<file path="config.mk">
export PLATFORM = sky130hd
export DESIGN_NAME = dual_port_dio
export DESIGN_NICKNAME = d
export VERILOG_FILES = /design/src/rtl/dio_pkg.sv /design/src/rtl/dio_sync.sv /design/src/rtl/dio_regs.sv /design/src/rtl/dio_port.sv /design/src/rtl/dual_port_dio.sv
export SDC_FILE = /design/constraint.sdc
export NUM_CORES = 1
export LEC_CHECK = 0
export CORE_ASPECT_RATIO = 1.1
export CORE_MARGIN = 5
export CORE_UTILIZATION = 40
export CTS_CLUSTER_DIAMETER = 120
export DETAILED_ROUTE_END_ITERATION = 10
export PLACE_DENSITY = 0.84
export SETUP_SLACK_MARGIN = 0.15
export SYNTH_ARGS = -nofsm -noshare
export SYNTH_HDL_FRONTEND = slang
export SYNTH_HIERARCHICAL = 1
export SYNTH_SLANG_ARGS = --single-unit
</file>
<file path="constraint.sdc">
create_clock -name clk -period 2.5 [get_ports clk]
set_clock_uncertainty 0.1 [all_clocks]
set_input_delay 0.625 -clock clk [delete_from_list [all_inputs] [get_ports clk]]
set_output_delay 0.625 -clock clk [all_outputs]
set_load 0.03 [all_outputs]
</file>
<file path="src/rtl/dio_pkg.sv">
package dio_pkg;
  localparam int PORT_W   = 7;
  localparam int NPORT    = 2;
  localparam int ADDR_W   = 7;
  localparam int TRIG_BIT = 6;
  localparam int SYNC_N   = 2;

  localparam logic [ADDR_W-1:0] OFS_DATA0 = 7'h75;
  localparam logic [ADDR_W-1:0] OFS_DIR0  = 7'h79;
  localparam logic [ADDR_W-1:0] OFS_MODE  = 7'h7D;
  localparam logic [ADDR_W-1:0] OFS_TSEL  = 7'h7F;

  function automatic logic [ADDR_W-1:0] data_ofs(input int k);
    return OFS_DATA0 + ADDR_W'(2 * k);
  endfunction

  function automatic logic [ADDR_W-1:0] dir_ofs(input int k);
    return OFS_DIR0 + ADDR_W'(2 * k);
  endfunction
endpackage

</file>
<file path="src/rtl/dio_sync.sv">
module dio_sync #(
  parameter int W = 1,
  parameter int N = 2
) (
  input  logic         clk,
  input  logic         rst_n,
  input  logic [W-1:0] d,
  output logic [W-1:0] q
);
  logic [N-1:0][W-1:0] stage;

  always_ff @(posedge clk or negedge rst_n) begin
    if (!rst_n) stage <= '0;
    else begin
      stage[0] <= d;
      for (int i = 1; i < N; i++) stage[i] <= stage[i-1];
    end
  end
  assign q = stage[N-1];

  // cycles since reset, saturating, so $past never reaches before reset
  logic [1:0] age;
  always_ff @(posedge clk or negedge rst_n) begin
    if (!rst_n) age <= '0;
    else if (age != 2'd2) age <= age + 2'd1;
  end

  if (N == 2) begin : g_chk
    a_r4_two_stage: assert property (@(posedge clk) disable iff (!rst_n)
      (age == 2'd2) |-> (q == $past(d, 2)));
  end
endmodule

</file>
<file path="src/rtl/dio_regs.sv">
module dio_regs
  import dio_pkg::*;
(
  input  logic                          clk,
  input  logic                          rst_n,
  input  logic                          bus_we,
  input  logic [ADDR_W-1:0]             bus_addr,
  input  logic [PORT_W-1:0]             bus_wdata,
  output logic [PORT_W-1:0]             bus_rdata,
  input  logic [NPORT-1:0][PORT_W-1:0]  pin_s,
  output logic [NPORT-1:0][PORT_W-1:0]  data_q,
  output logic [NPORT-1:0][PORT_W-1:0]  dir_q,
  output logic [NPORT-1:0]              direct_q,
  output logic [NPORT-1:0]              tsel_q
);
  localparam int PAD_W = PORT_W - NPORT;

  for (genvar k = 0; k < NPORT; k++) begin : g_port_regs
    always_ff @(posedge clk or negedge rst_n) begin
      if (!rst_n) begin
        data_q[k] <= '0;
        dir_q[k]  <= '0;
      end else if (bus_we) begin
        if (bus_addr == data_ofs(k)) data_q[k] <= bus_wdata;
        if (bus_addr == dir_ofs(k))  dir_q[k]  <= bus_wdata;
      end
    end

    a_r2_dir_write: assert property (@(posedge clk) disable iff (!rst_n)
      (bus_we && bus_addr == dir_ofs(k)) |=> (dir_q[k] == $past(bus_wdata)));
  end

  always_ff @(posedge clk or negedge rst_n) begin
    if (!rst_n) begin
      direct_q <= '0;
      tsel_q   <= '0;
    end else if (bus_we) begin
      if (bus_addr == OFS_MODE) direct_q <= bus_wdata[NPORT-1:0];
      if (bus_addr == OFS_TSEL) tsel_q   <= bus_wdata[NPORT-1:0];
    end
  end

  always_comb begin
    bus_rdata = '0;
    for (int k = 0; k < NPORT; k++) begin
      if (bus_addr == data_ofs(k))
        bus_rdata = (dir_q[k] & data_q[k]) | (~dir_q[k] & pin_s[k]);
      if (bus_addr == dir_ofs(k))
        bus_rdata = dir_q[k];
    end
    if (bus_addr == OFS_MODE) bus_rdata = {{PAD_W{1'b0}}, direct_q};
    if (bus_addr == OFS_TSEL) bus_rdata = {{PAD_W{1'b0}}, tsel_q};
  end

  a_r2_mode_write: assert property (@(posedge clk) disable iff (!rst_n)
    (bus_we && bus_addr == OFS_MODE) |=> (direct_q == $past(bus_wdata[NPORT-1:0])));
  a_r2_mode_hold: assert property (@(posedge clk) disable iff (!rst_n)
    !(bus_we && bus_addr == OFS_MODE) |=> $stable(direct_q));
endmodule

</file>
<file path="src/rtl/dio_port.sv">
module dio_port
  import dio_pkg::*;
(
  input  logic              clk,
  input  logic              rst_n,
  input  logic [PORT_W-1:0] pin_i,
  input  logic [PORT_W-1:0] data,
  input  logic [PORT_W-1:0] dir,
  input  logic              direct,
  input  logic              tsel,
  input  logic              ext_s,
  input  logic [PORT_W-1:0] auto_out,
  input  logic [PORT_W-1:0] auto_oe,
  output logic [PORT_W-1:0] pin_o,
  output logic [PORT_W-1:0] pin_oe,
  output logic [PORT_W-1:0] pin_s,
  output logic              irq
);
  dio_sync #(.W(PORT_W), .N(SYNC_N)) u_sync (
    .clk(clk), .rst_n(rst_n), .d(pin_i), .q(pin_s)
  );

  // pin ownership
  assign pin_o  = direct ? data : auto_out;
  assign pin_oe = direct ? dir  : auto_oe;

  // trigger source and falling-edge detect
  logic src, src_prev;
  assign src = tsel ? ext_s : pin_s[TRIG_BIT];

  always_ff @(posedge clk or negedge rst_n) begin
    if (!rst_n) begin
      src_prev <= 1'b0;
      irq      <= 1'b0;
    end else begin
      src_prev <= src;
      irq      <= direct & src_prev & ~src;
    end
  end

  a_r8_single_pulse: assert property (@(posedge clk) disable iff (!rst_n)
    irq |=> !irq);
  a_r8_direct_only: assert property (@(posedge clk) disable iff (!rst_n)
    irq |-> $past(direct));
endmodule

</file>
<file path="src/rtl/dual_port_dio.sv">
module dual_port_dio
  import dio_pkg::*;
(
  input  logic              clk,
  input  logic              rst_n,
  input  logic              bus_we,
  input  logic [ADDR_W-1:0] bus_addr,
  input  logic [PORT_W-1:0] bus_wdata,
  output logic [PORT_W-1:0] bus_rdata,
  input  logic              ext_latch,
  input  logic [PORT_W-1:0] pa_pin_i,
  output logic [PORT_W-1:0] pa_pin_o,
  output logic [PORT_W-1:0] pa_pin_oe,
  input  logic [PORT_W-1:0] pb_pin_i,
  output logic [PORT_W-1:0] pb_pin_o,
  output logic [PORT_W-1:0] pb_pin_oe,
  input  logic [PORT_W-1:0] pa_auto_out,
  input  logic [PORT_W-1:0] pa_auto_oe,
  output logic [PORT_W-1:0] pa_auto_in,
  input  logic [PORT_W-1:0] pb_auto_out,
  input  logic [PORT_W-1:0] pb_auto_oe,
  output logic [PORT_W-1:0] pb_auto_in,
  output logic              irq_a,
  output logic              irq_b
);
  logic [NPORT-1:0][PORT_W-1:0] pin_i_w, pin_o_w, pin_oe_w, pin_s_w;
  logic [NPORT-1:0][PORT_W-1:0] aout_w, aoe_w, data_w, dir_w;
  logic [NPORT-1:0]             direct_w, tsel_w, irq_w;
  logic                         ext_s;

  assign pin_i_w = {pb_pin_i, pa_pin_i};
  assign aout_w  = {pb_auto_out, pa_auto_out};
  assign aoe_w   = {pb_auto_oe, pa_auto_oe};

  dio_sync #(.W(1), .N(SYNC_N)) u_ext_sync (
    .clk(clk), .rst_n(rst_n), .d(ext_latch), .q(ext_s)
  );

  dio_regs u_regs (
    .clk(clk), .rst_n(rst_n),
    .bus_we(bus_we), .bus_addr(bus_addr), .bus_wdata(bus_wdata), .bus_rdata(bus_rdata),
    .pin_s(pin_s_w), .data_q(data_w), .dir_q(dir_w),
    .direct_q(direct_w), .tsel_q(tsel_w)
  );

  for (genvar k = 0; k < NPORT; k++) begin : g_port
    dio_port u_port (
      .clk(clk), .rst_n(rst_n),
      .pin_i(pin_i_w[k]), .data(data_w[k]), .dir(dir_w[k]),
      .direct(direct_w[k]), .tsel(tsel_w[k]), .ext_s(ext_s),
      .auto_out(aout_w[k]), .auto_oe(aoe_w[k]),
      .pin_o(pin_o_w[k]), .pin_oe(pin_oe_w[k]), .pin_s(pin_s_w[k]),
      .irq(irq_w[k])
    );
  end

  assign pa_pin_o   = pin_o_w[0];
  assign pa_pin_oe  = pin_oe_w[0];
  assign pb_pin_o   = pin_o_w[1];
  assign pb_pin_oe  = pin_oe_w[1];
  assign pa_auto_in = pin_s_w[0];
  assign pb_auto_in = pin_s_w[1];
  assign irq_a      = irq_w[0];
  assign irq_b      = irq_w[1];

  a_r5_auto_pins: assert property (@(posedge clk) disable iff (!rst_n)
    !$past(bus_we) && $stable(pa_auto_oe) && !irq_a |-> $stable(pa_pin_oe));
endmodule

</file>
==> out/qor.log, run 1 <==
[placement] Place WS -0.357 ns
[pwr] fraction of power spent switching nets 28.1%
[sta] min Tclk post-route 2.40 ns
[status] run status complete, no violations
[logic_synthesis] Post-Synthesis Cell Area 3230 um^2
[die] starting density of the core 40.8%
[placement] Routability Congestion 0.833
[flow_run] max-cap violation count 0
[sta] total count of max-transition violations in the final report 0
[setup_path] nature of the critical path endpoint output port
[sta] unrepaired setup endpoints after global routing yes
[die] die height 104 um
[layout] ratio of cells with drive above 1 in the final layout 51.6%
[logic_synthesis] number of enable-type register cells in the synthesized netlist 0
[sta] final number of setup-violating endpoints 0
[die] width of the die 95.7 um
[logic_synthesis] total number of yosys warnings 6
[detailed_routing] Routed Wire Length 8.79 mm
[sta] Setup WS post-layout 0.0970 ns
[die] placement row count 34
[global_routing] overflow left after global routing 0
[logic_synthesis] most used flip-flop cell after synthesis sky130_fd_sc_hd__dfrtp_1
[clocking] Reg clk slew, reported paths 0.07 ns
[setup_path] launch instance of the worst register-to-register path u_regs/direct_q[0]
[logic_synthesis] Cells after Synth 234
[detailed_routing] detailed-route via count 2390
[clocking] Clock Sinks 66
[detailed_routing] wire per inst 18.5 um
[global_routing] antenna violations before repair 0
[setup_path] Crit Reg-Reg Endpoint u_regs/direct_q[0]
[clocking] CTS Buf Count 9
[detailed_routing] detailed router's first-iteration violation count 218
[clocking] Clock Path Buffers 2
[placement] Port-buffer cells 110
[pwr] clock power share 32.1%
[worst_hold_path] HP Class in2async
[sta] Post-Route Setup TNS 0 ns
[clocking] clock root buffer sky130_fd_sc_hd__clkbuf_8
[global_routing] GRT Resource Usage Total 17.6%
[clocking] hold buffers post-CTS 0
[die] area of the core 7910 um^2
[setup_path] class of the most critical setup path in2out
[layout] growth of design area from synthesis to finish 55.2%
[setup_path] reg-to-reg slack, setup 1.44 ns
[pwr] net switching component of the power 776 uW
[setup_path] count of cells along the worst register-to-register path 2
[global_routing] global-route wire length before repair 13.3 mm
[logic_synthesis] proportion of register bits with asynchronous set or reset after synthesis 100%
[detailed_routing] antenna violation net count after detailed routing 0
[logic_synthesis] syn_area_per_cell 13.8 um^2
[logic_synthesis] post-synthesis cell type count 28
[clocking] TritonCTS clock tree yes
[logic_synthesis] sequential-to-total area share from yosys stat 51.1%
[sta] Final period util 96.1%
[logic_synthesis] post-synth net total 294
[detailed_routing] number of DRC violations after detailed routing 0
[layout] Inserted Diodes 0
[clocking] level count of the clock H-tree 3
[logic_synthesis] #FFs+latches synth 66
[setup_path] required time at the worst-slack endpoint 1.77 ns
[sta] transition at the pin with the smallest max-transition slack 0.351 ns
[layout] Final Core Density 63.3%
[pwr] IR drop worst, VDD 0.000317 V
[pwr] fraction of power consumed by sequential logic 43.6%
[sta] final hold vios 0
[sta] worst rel slew slack 76.6%
[layout] fillers 590
[global_routing] pin count of the biggest net entering global routing 67
[die] area enclosed by the die boundary 9970 um^2
[setup_path] worst-path maximum fanout 7
[setup_path] arrival time worst endpoint 1.68 ns
[clocking] source-to-sink clock delay at the later pin of the worst-skew pair 0.34 ns
[pwr] internal power summed over all cells 1.98 mW
[detailed_routing] first-pass iteration count of the detailed router 5
[sta] worst hold slack across all endpoints 0.165 ns
[detailed_routing] routed via count divided by cell count 5.04
[placement] post-detailed-placement half-perimeter wirelength 6.11 mm
[global_routing] vias in the first global route 2624
[pwr] leak pwr 2.22 nW
[pwr] Gate power share 24.4%
[setup_path] kind of start point of the critical path primary input
[pwr] Pwr Density 551 nW/um^2
[die] top-level I/O count 111
[layout] number of nets in the final layout 422
[sta] f_max 0.416 GHz
[cell usage after synthesis, drive strengths merged (4+ instances only)]
cell / number / area, um^2
inv: 7 / 26.3
mux2i: 14 / 140
a221oi: 5 / 43.8
nor3: 8 / 50.1
or3: 4 / 25.0
dfrtp: 66 / 1650
nand2: 5 / 26.3
nor2: 8 / 30.0
o21ai: 11 / 55.1
buf: 24 / 216
a21oi: 5 / 25.0
mux2: 62 / 818
[logic make-up (layout without fill, tap and decap cells)]
logic type	Yosys count	in the layout	synth area share, %
AOI/OAI and AO/OA	26	26	5.11
buffers and inverters	33	165	7.75
DFF	66	66	51.1
muxes	77	77	30.4
and+or+nand+nor	32	32	5.62
[worst max-delay path: stages]
cell and delay, ns:
sky130_fd_sc_hd__buf_8 0.07, sky130_fd_sc_hd__nand2b_4 0.17, sky130_fd_sc_hd__buf_8 0.14, sky130_fd_sc_hd__o21ai_1 0.10, sky130_fd_sc_hd__a221oi_2 0.35, sky130_fd_sc_hd__nor2_2 0.07
sky130_fd_sc_hd__buf_6 0.14
[per-layer routing]
| metal | part of all wire, % | vias up | global-route usage (%) |
|---|---|---|---|
| met5 | 0 | - | 0 |
| li1 | - | 1091 | - |
| met1 | 39 | 1153 | 20.3 |
| met3 | 8.4 | 24 | 6.01 |
| met4 | 2.8 | 0 | 7.83 |
| met2 | 50 | 122 | 29.1 |
[state kept, by name, indices dropped and copies added, names as in the netlist]
signal                      flops
u_regs/dir_q                   14
u_ext_sync/stage                1
u_ext_sync/q                    1
g_port.u_port/irq               2
g_port.u_port/src_prev          2
g_port.u_port/u_sync/q         14
g_port.u_port/u_sync/stage     14
u_regs/direct_q                 2
u_regs/data_q                  14
u_regs/tsel_q                   2
[how the worst max path moves through the flow]
stage / start / endpoint / slack, ns
after detailed placement: bus_addr[3] / bus_rdata[5] / -0.36
final: bus_addr[3] / bus_rdata[3] / 0.1
after global placement: bus_addr[2] / bus_rdata[0] / -0.31
after floorplan: bus_addr[1] / bus_rdata[2] / 0.17
after CTS: u_regs/dir_q[5] / bus_rdata[5] / 0.13
after global routing: u_regs/dir_q[3] / bus_rdata[3] / 0.02
[power groups by stage]
stage          registers, mW  clock network (mW)  logic, mW
2_1_floorplan           1.20                   0      0.359
3_3_place_gp            1.22                   0      0.595
3_5_place_dp            1.22                   0      0.607
4_1_cts                 1.20               0.899      0.640
5_1_grt                 1.21               0.951      0.710
6_report                1.20               0.885      0.673
[cell type report]
cell class	count	area, um^2	share of cell area, %
flip-flops and latches	66	1660	33.0
clock buffers	10	138	2.75
repair buffers	143	1510	30.2
multi-input cells	135	1490	29.7
well taps	108	135	2.70
inverters	7	26.3	0.524
clock inverters	5	55.1	1.10
[per-stage QoR]
| step | power, mW | instances | cell area [um^2] |
|---|---|---|---|
| after floorplan | 1.55 | 234 | 3250 |
| after global placement | 1.81 | 446 | 4490 |
| after detailed placement | 1.83 | 446 | 4490 |
| after CTS | 2.74 | 468 | 4870 |
| after global routing | 2.87 | 474 | 5010 |
| final | 2.76 | 474 | 5010 |
[cells in the final DEF, fill, tap and decap left out, types with 2 or more instances in the layout]
cell type,instances
sky130_fd_sc_hd__clkinvlp_4,2
sky130_fd_sc_hd__clkdlybuf4s50_1,67
sky130_fd_sc_hd__clkinv_2,2
sky130_fd_sc_hd__buf_2,2
sky130_fd_sc_hd__nor2_1,2
sky130_fd_sc_hd__clkdlybuf4s15_2,15
sky130_fd_sc_hd__clkbuf_8,10
sky130_fd_sc_hd__mux2_4,32
sky130_fd_sc_hd__dfrtp_1,63
sky130_fd_sc_hd__buf_4,31
sky130_fd_sc_hd__mux2_2,30
sky130_fd_sc_hd__a221oi_2,5
sky130_fd_sc_hd__dfrtp_2,3
sky130_fd_sc_hd__inv_1,7
sky130_fd_sc_hd__buf_8,3
sky130_fd_sc_hd__buf_12,12
sky130_fd_sc_hd__nor2b_1,2
sky130_fd_sc_hd__nor3_2,5
sky130_fd_sc_hd__o21ai_2,5
sky130_fd_sc_hd__mux2i_2,6
sky130_fd_sc_hd__mux2i_1,8
sky130_fd_sc_hd__nand2b_4,2
sky130_fd_sc_hd__a21oi_1,5
sky130_fd_sc_hd__nor3_4,2
sky130_fd_sc_hd__o21ai_1,5
sky130_fd_sc_hd__nor2_2,5
sky130_fd_sc_hd__dlygate4sd2_1,4
sky130_fd_sc_hd__or3_1,4
sky130_fd_sc_hd__nand2_1,3
sky130_fd_sc_hd__buf_6,7
[timing repair]
| action | in CTS | in global routing |
|---|---|---|
| setup endpoints to repair | 23 | 8 |
| gates resized for setup | 99 | 27 |
| cloned | 1 | 0 |
| pin swaps | 11 | 9 |
| setup buffers | 6 | 6 |
Power figures use the tool's default switching activity.
==> run 2, diff against run 1 <==
--- a/config.mk
+++ b/config.mk
@@ -10,6 +10,7 @@
 export CORE_UTILIZATION = 40
 export CTS_CLUSTER_DIAMETER = 120
 export DETAILED_ROUTE_END_ITERATION = 10
+export GPL_TIMING_DRIVEN = 0
 export PLACE_DENSITY = 0.84
 export SETUP_SLACK_MARGIN = 0.15
 export SYNTH_ARGS = -nofsm -noshare
==> out/qor.log, run 2 (synthesis gave the netlist of run 1 again) <==
[detailed_routing] detailed-route via count 2335 [-2.3%]
[detailed_routing] antenna violation net count after detailed routing 0 [unchanged]
[placement] Port-buffer cells 109 [-0.91%]
[detailed_routing] routed via count divided by cell count 4.93 [-2.3%]
[pwr] IR drop worst, VDD 0.000367 V [+16%]
[global_routing] pin count of the biggest net entering global routing 67 [unchanged]
[layout] growth of design area from synthesis to finish 48.3%
[layout] ratio of cells with drive above 1 in the final layout 50.8% [-0.82 points]
[pwr] Gate power share 24.5% [about the same]
[layout] most common cell after layout, fill and taps aside sky130_fd_sc_hd__clkdlybuf4s50_1
[clocking] TritonCTS clock tree yes
[clocking] level count of the clock H-tree 3 [unchanged]
[setup_path] count of cells along the worst register-to-register path 3 [+1]
[die] top-level I/O count 111 [unchanged]
[sta] final hold vios 0 [unchanged]
[clocking] Clock Sinks 66 [unchanged]
[clocking] hold buffers post-CTS 0 [unchanged]
[clocking] clock root buffer sky130_fd_sc_hd__clkbuf_8
[setup_path] Crit Reg-Reg Endpoint g_port[1].u_port/irq
[setup_path] reg-to-reg slack, setup 1.47 ns [+0.03 ns]
[sta] Final period util 95.6% [-0.52 points]
[die] area enclosed by the die boundary 9970 um^2 [unchanged]
[die] die height 104 um [unchanged]
[sta] final number of setup-violating endpoints 0 [unchanged]
[sta] min Tclk post-route 2.39 ns [-0.0129 ns]
[setup_path] nature of the critical path endpoint output port
[clocking] source-to-sink clock delay at the later pin of the worst-skew pair 0.33 ns [about the same]
[worst_hold_path] end point of the worst hold path g_port[1].u_port/u_sync/q[3]
[global_routing] vias in the first global route 2500 [-4.7%]
[worst_hold_path] HP Start g_port[1].u_port/u_sync/stage[3]
[layout] Inserted Diodes 0 [unchanged]
[setup_path] required time at the worst-slack endpoint 1.77 ns [about the same]
[die] width of the die 95.7 um [unchanged]
[setup_path] kind of start point of the critical path primary input
[sta] unrepaired setup endpoints after global routing yes
[placement] Place WS -1.15 ns [-0.792 ns]
[placement] Routability Congestion 0.818 [-1.8%]
[detailed_routing] wire per inst 18.2 um [-1.5%]
[setup_path] class of the most critical setup path in2out
[global_routing] global-route wire length before repair 13.1 mm [-1.7%]
[sta] worst rel slew slack 46.2% [-30 points]
[sta] worst hold slack across all endpoints 0.247 ns [+0.0815 ns]
[detailed_routing] number of DRC violations after detailed routing 0 [unchanged]
[setup_path] largest delay contributor family on the critical path buffers and inverters
[pwr] internal power summed over all cells 1.84 mW [-7.2%]
[clocking] Reg clk slew, reported paths 0.07 ns [about the same]
[global_routing] GRT Resource Usage Total 17.3% [-0.34 points]
[global_routing] overflow left after global routing 0 [unchanged]
[die] placement row count 34 [unchanged]
[placement] Area after DPL 4470 um^2 [-0.50%]
[layout] commonest non-fill, non-tap cells in the layout sky130_fd_sc_hd__clkdlybuf4s50_1 (67), sky130_fd_sc_hd__dfrtp_1 (63), sky130_fd_sc_hd__mux2_4 (32), sky130_fd_sc_hd__mux2_2 (30), sky130_fd_sc_hd__buf_4 (24)
[sta] total count of max-transition violations in the final report 0 [unchanged]
[setup_path] cell chain of the critical path buf_4 > clkbuf_8 > nor3b_2 > o21ai_0 > and4_4 > buf_6
[setup_path] launch instance of the worst register-to-register path g_port[1].u_port/u_sync/q[6]
[clocking] Clock Path Buffers 2 [unchanged]
[layout] number of nets in the final layout 423 [+0.24%]
[status] run status complete, no violations
[setup_path] buffer and inverter count on the worst path 3 [unchanged]
[pwr] leak pwr 2.14 nW [-3.6%]
[pwr] total power after layout 2.58 mW [-6.4%]
[clocking] CTS Buf Count 9 [unchanged]
[pwr] fraction of power consumed by sequential logic 46.4% [+2.8 points]
[flow_run] max-cap violation count 0 [unchanged]
[pwr] clock power share 29.2% [-2.9 points]
[detailed_routing] Routed Wire Length 8.65 mm [-1.5%]
[setup_path] worst-path maximum fanout 6 [-1]
[detailed_routing] detailed router's first-iteration violation count 137 [-37%]
[pwr] fraction of power spent switching nets 28.7% [+0.59 points]
[global_routing] antenna violations before repair 0 [unchanged]
[worst_hold_path] number of cells on the worst hold path 0
[setup_path] cell with the largest stage delay on the worst path sky130_fd_sc_hd__and4_4
[pwr] net switching component of the power 742 uW [-4.5%]
[sta] transition at the pin with the smallest max-transition slack 0.807 ns [+0.456 ns]
[pwr] Pwr Density 539 nW/um^2 [-2.1%]
[sta] Setup WS post-layout 0.110 ns [+0.0129 ns]
[worst_hold_path] HP Class reg2reg
[detailed_routing] first-pass iteration count of the detailed router 4 [-1]
[layout] final instance area 4790 um^2 [-4.4%]
[placement] post-detailed-placement half-perimeter wirelength 6.07 mm [-0.64%]
[die] area of the core 7910 um^2 [unchanged]
[layout] Final Core Density 60.5% [-2.8 points]
[die] starting density of the core 40.8% [unchanged]
[setup_path] arrival time worst endpoint 1.67 ns [about the same]
[setup_path] maximum cell stage delay along the critical path 0.26 ns [-0.09 ns]
[sta] f_max 0.418 GHz [+0.54%]
-- run 2: worst max-delay path by stage --
stage / start / end / slack (ns) / cells after the start
2_1_floorplan: bus_addr[1] / bus_rdata[2] / 0.17 / 6
3_3_place_gp: rst_n / g_port[1].u_port/u_sync/stage[4] / -1.35 / 1
3_5_place_dp: bus_addr[3] / bus_rdata[5] / -1.15 / 7
4_1_cts: bus_addr[3] / bus_rdata[5] / 0.13 / 7
5_1_grt: bus_addr[2] / bus_rdata[1] / 0.08 / 6
6_report: bus_addr[2] / bus_rdata[1] / 0.11 / 6
-- run 2: what timing repair did --
item | in CTS | in global routing
gates cloned | 1 | 0
buffers inserted | 5 | 3
setup endpoints to repair | 35 | 14
gates resized for setup | 206 | 29
pin swaps | 9 | 6
-- run 2: per-stage QoR --
step	setup TNS, ns	std cells
after global routing	0	474
after floorplan	0	234
after detailed placement	-13.08	451
after CTS	0	471
final	0	474
after global placement	-100.54	451
-- run 2: routing by layer --
layer | track usage [%] | vias up | routed length (um)
met4 | 7.83 | 0 | 170
met2 | 28.8 | 103 | 4480
met1 | 20.6 | 1137 | 3350
met5 | 0 | - | 0
li1 | - | 1081 | -
met3 | 4.27 | 14 | 653
-- run 2: area by class of cell --
cell class	instances	area, um^2
Sequential cell	66	1660
Timing Repair Buffer	118	1070
Fill cell	621	3120
Clock buffer	11	141
Tap cell	108	135
Buffer	26	264
Inverter	7	30.0
Clock inverter	3	17.5
Multi-Input combinational cell	135	1470
-- run 2: power by group through the flow --
stage / registers [mW] / logic, mW / clock network [mW]
detailed placement: 1.21 / 0.616 / 0
CTS: 1.19 / 0.622 / 0.771
finish: 1.20 / 0.632 / 0.753
global route: 1.21 / 0.668 / 0.823
global placement: 1.21 / 0.603 / 0
floorplan: 1.20 / 0.359 / 0
==> run 3, diff against run 2 <==
--- a/config.mk
+++ b/config.mk
@@ -5,6 +5,7 @@
 export SDC_FILE = /design/constraint.sdc
 export NUM_CORES = 1
 export LEC_CHECK = 0
+export CAP_MARGIN = 40
 export CORE_ASPECT_RATIO = 1.1
 export CORE_MARGIN = 5
 export CORE_UTILIZATION = 40
==> results of run 3 <==
No change in the layout: final DEF, timing and power equal those of run 2.
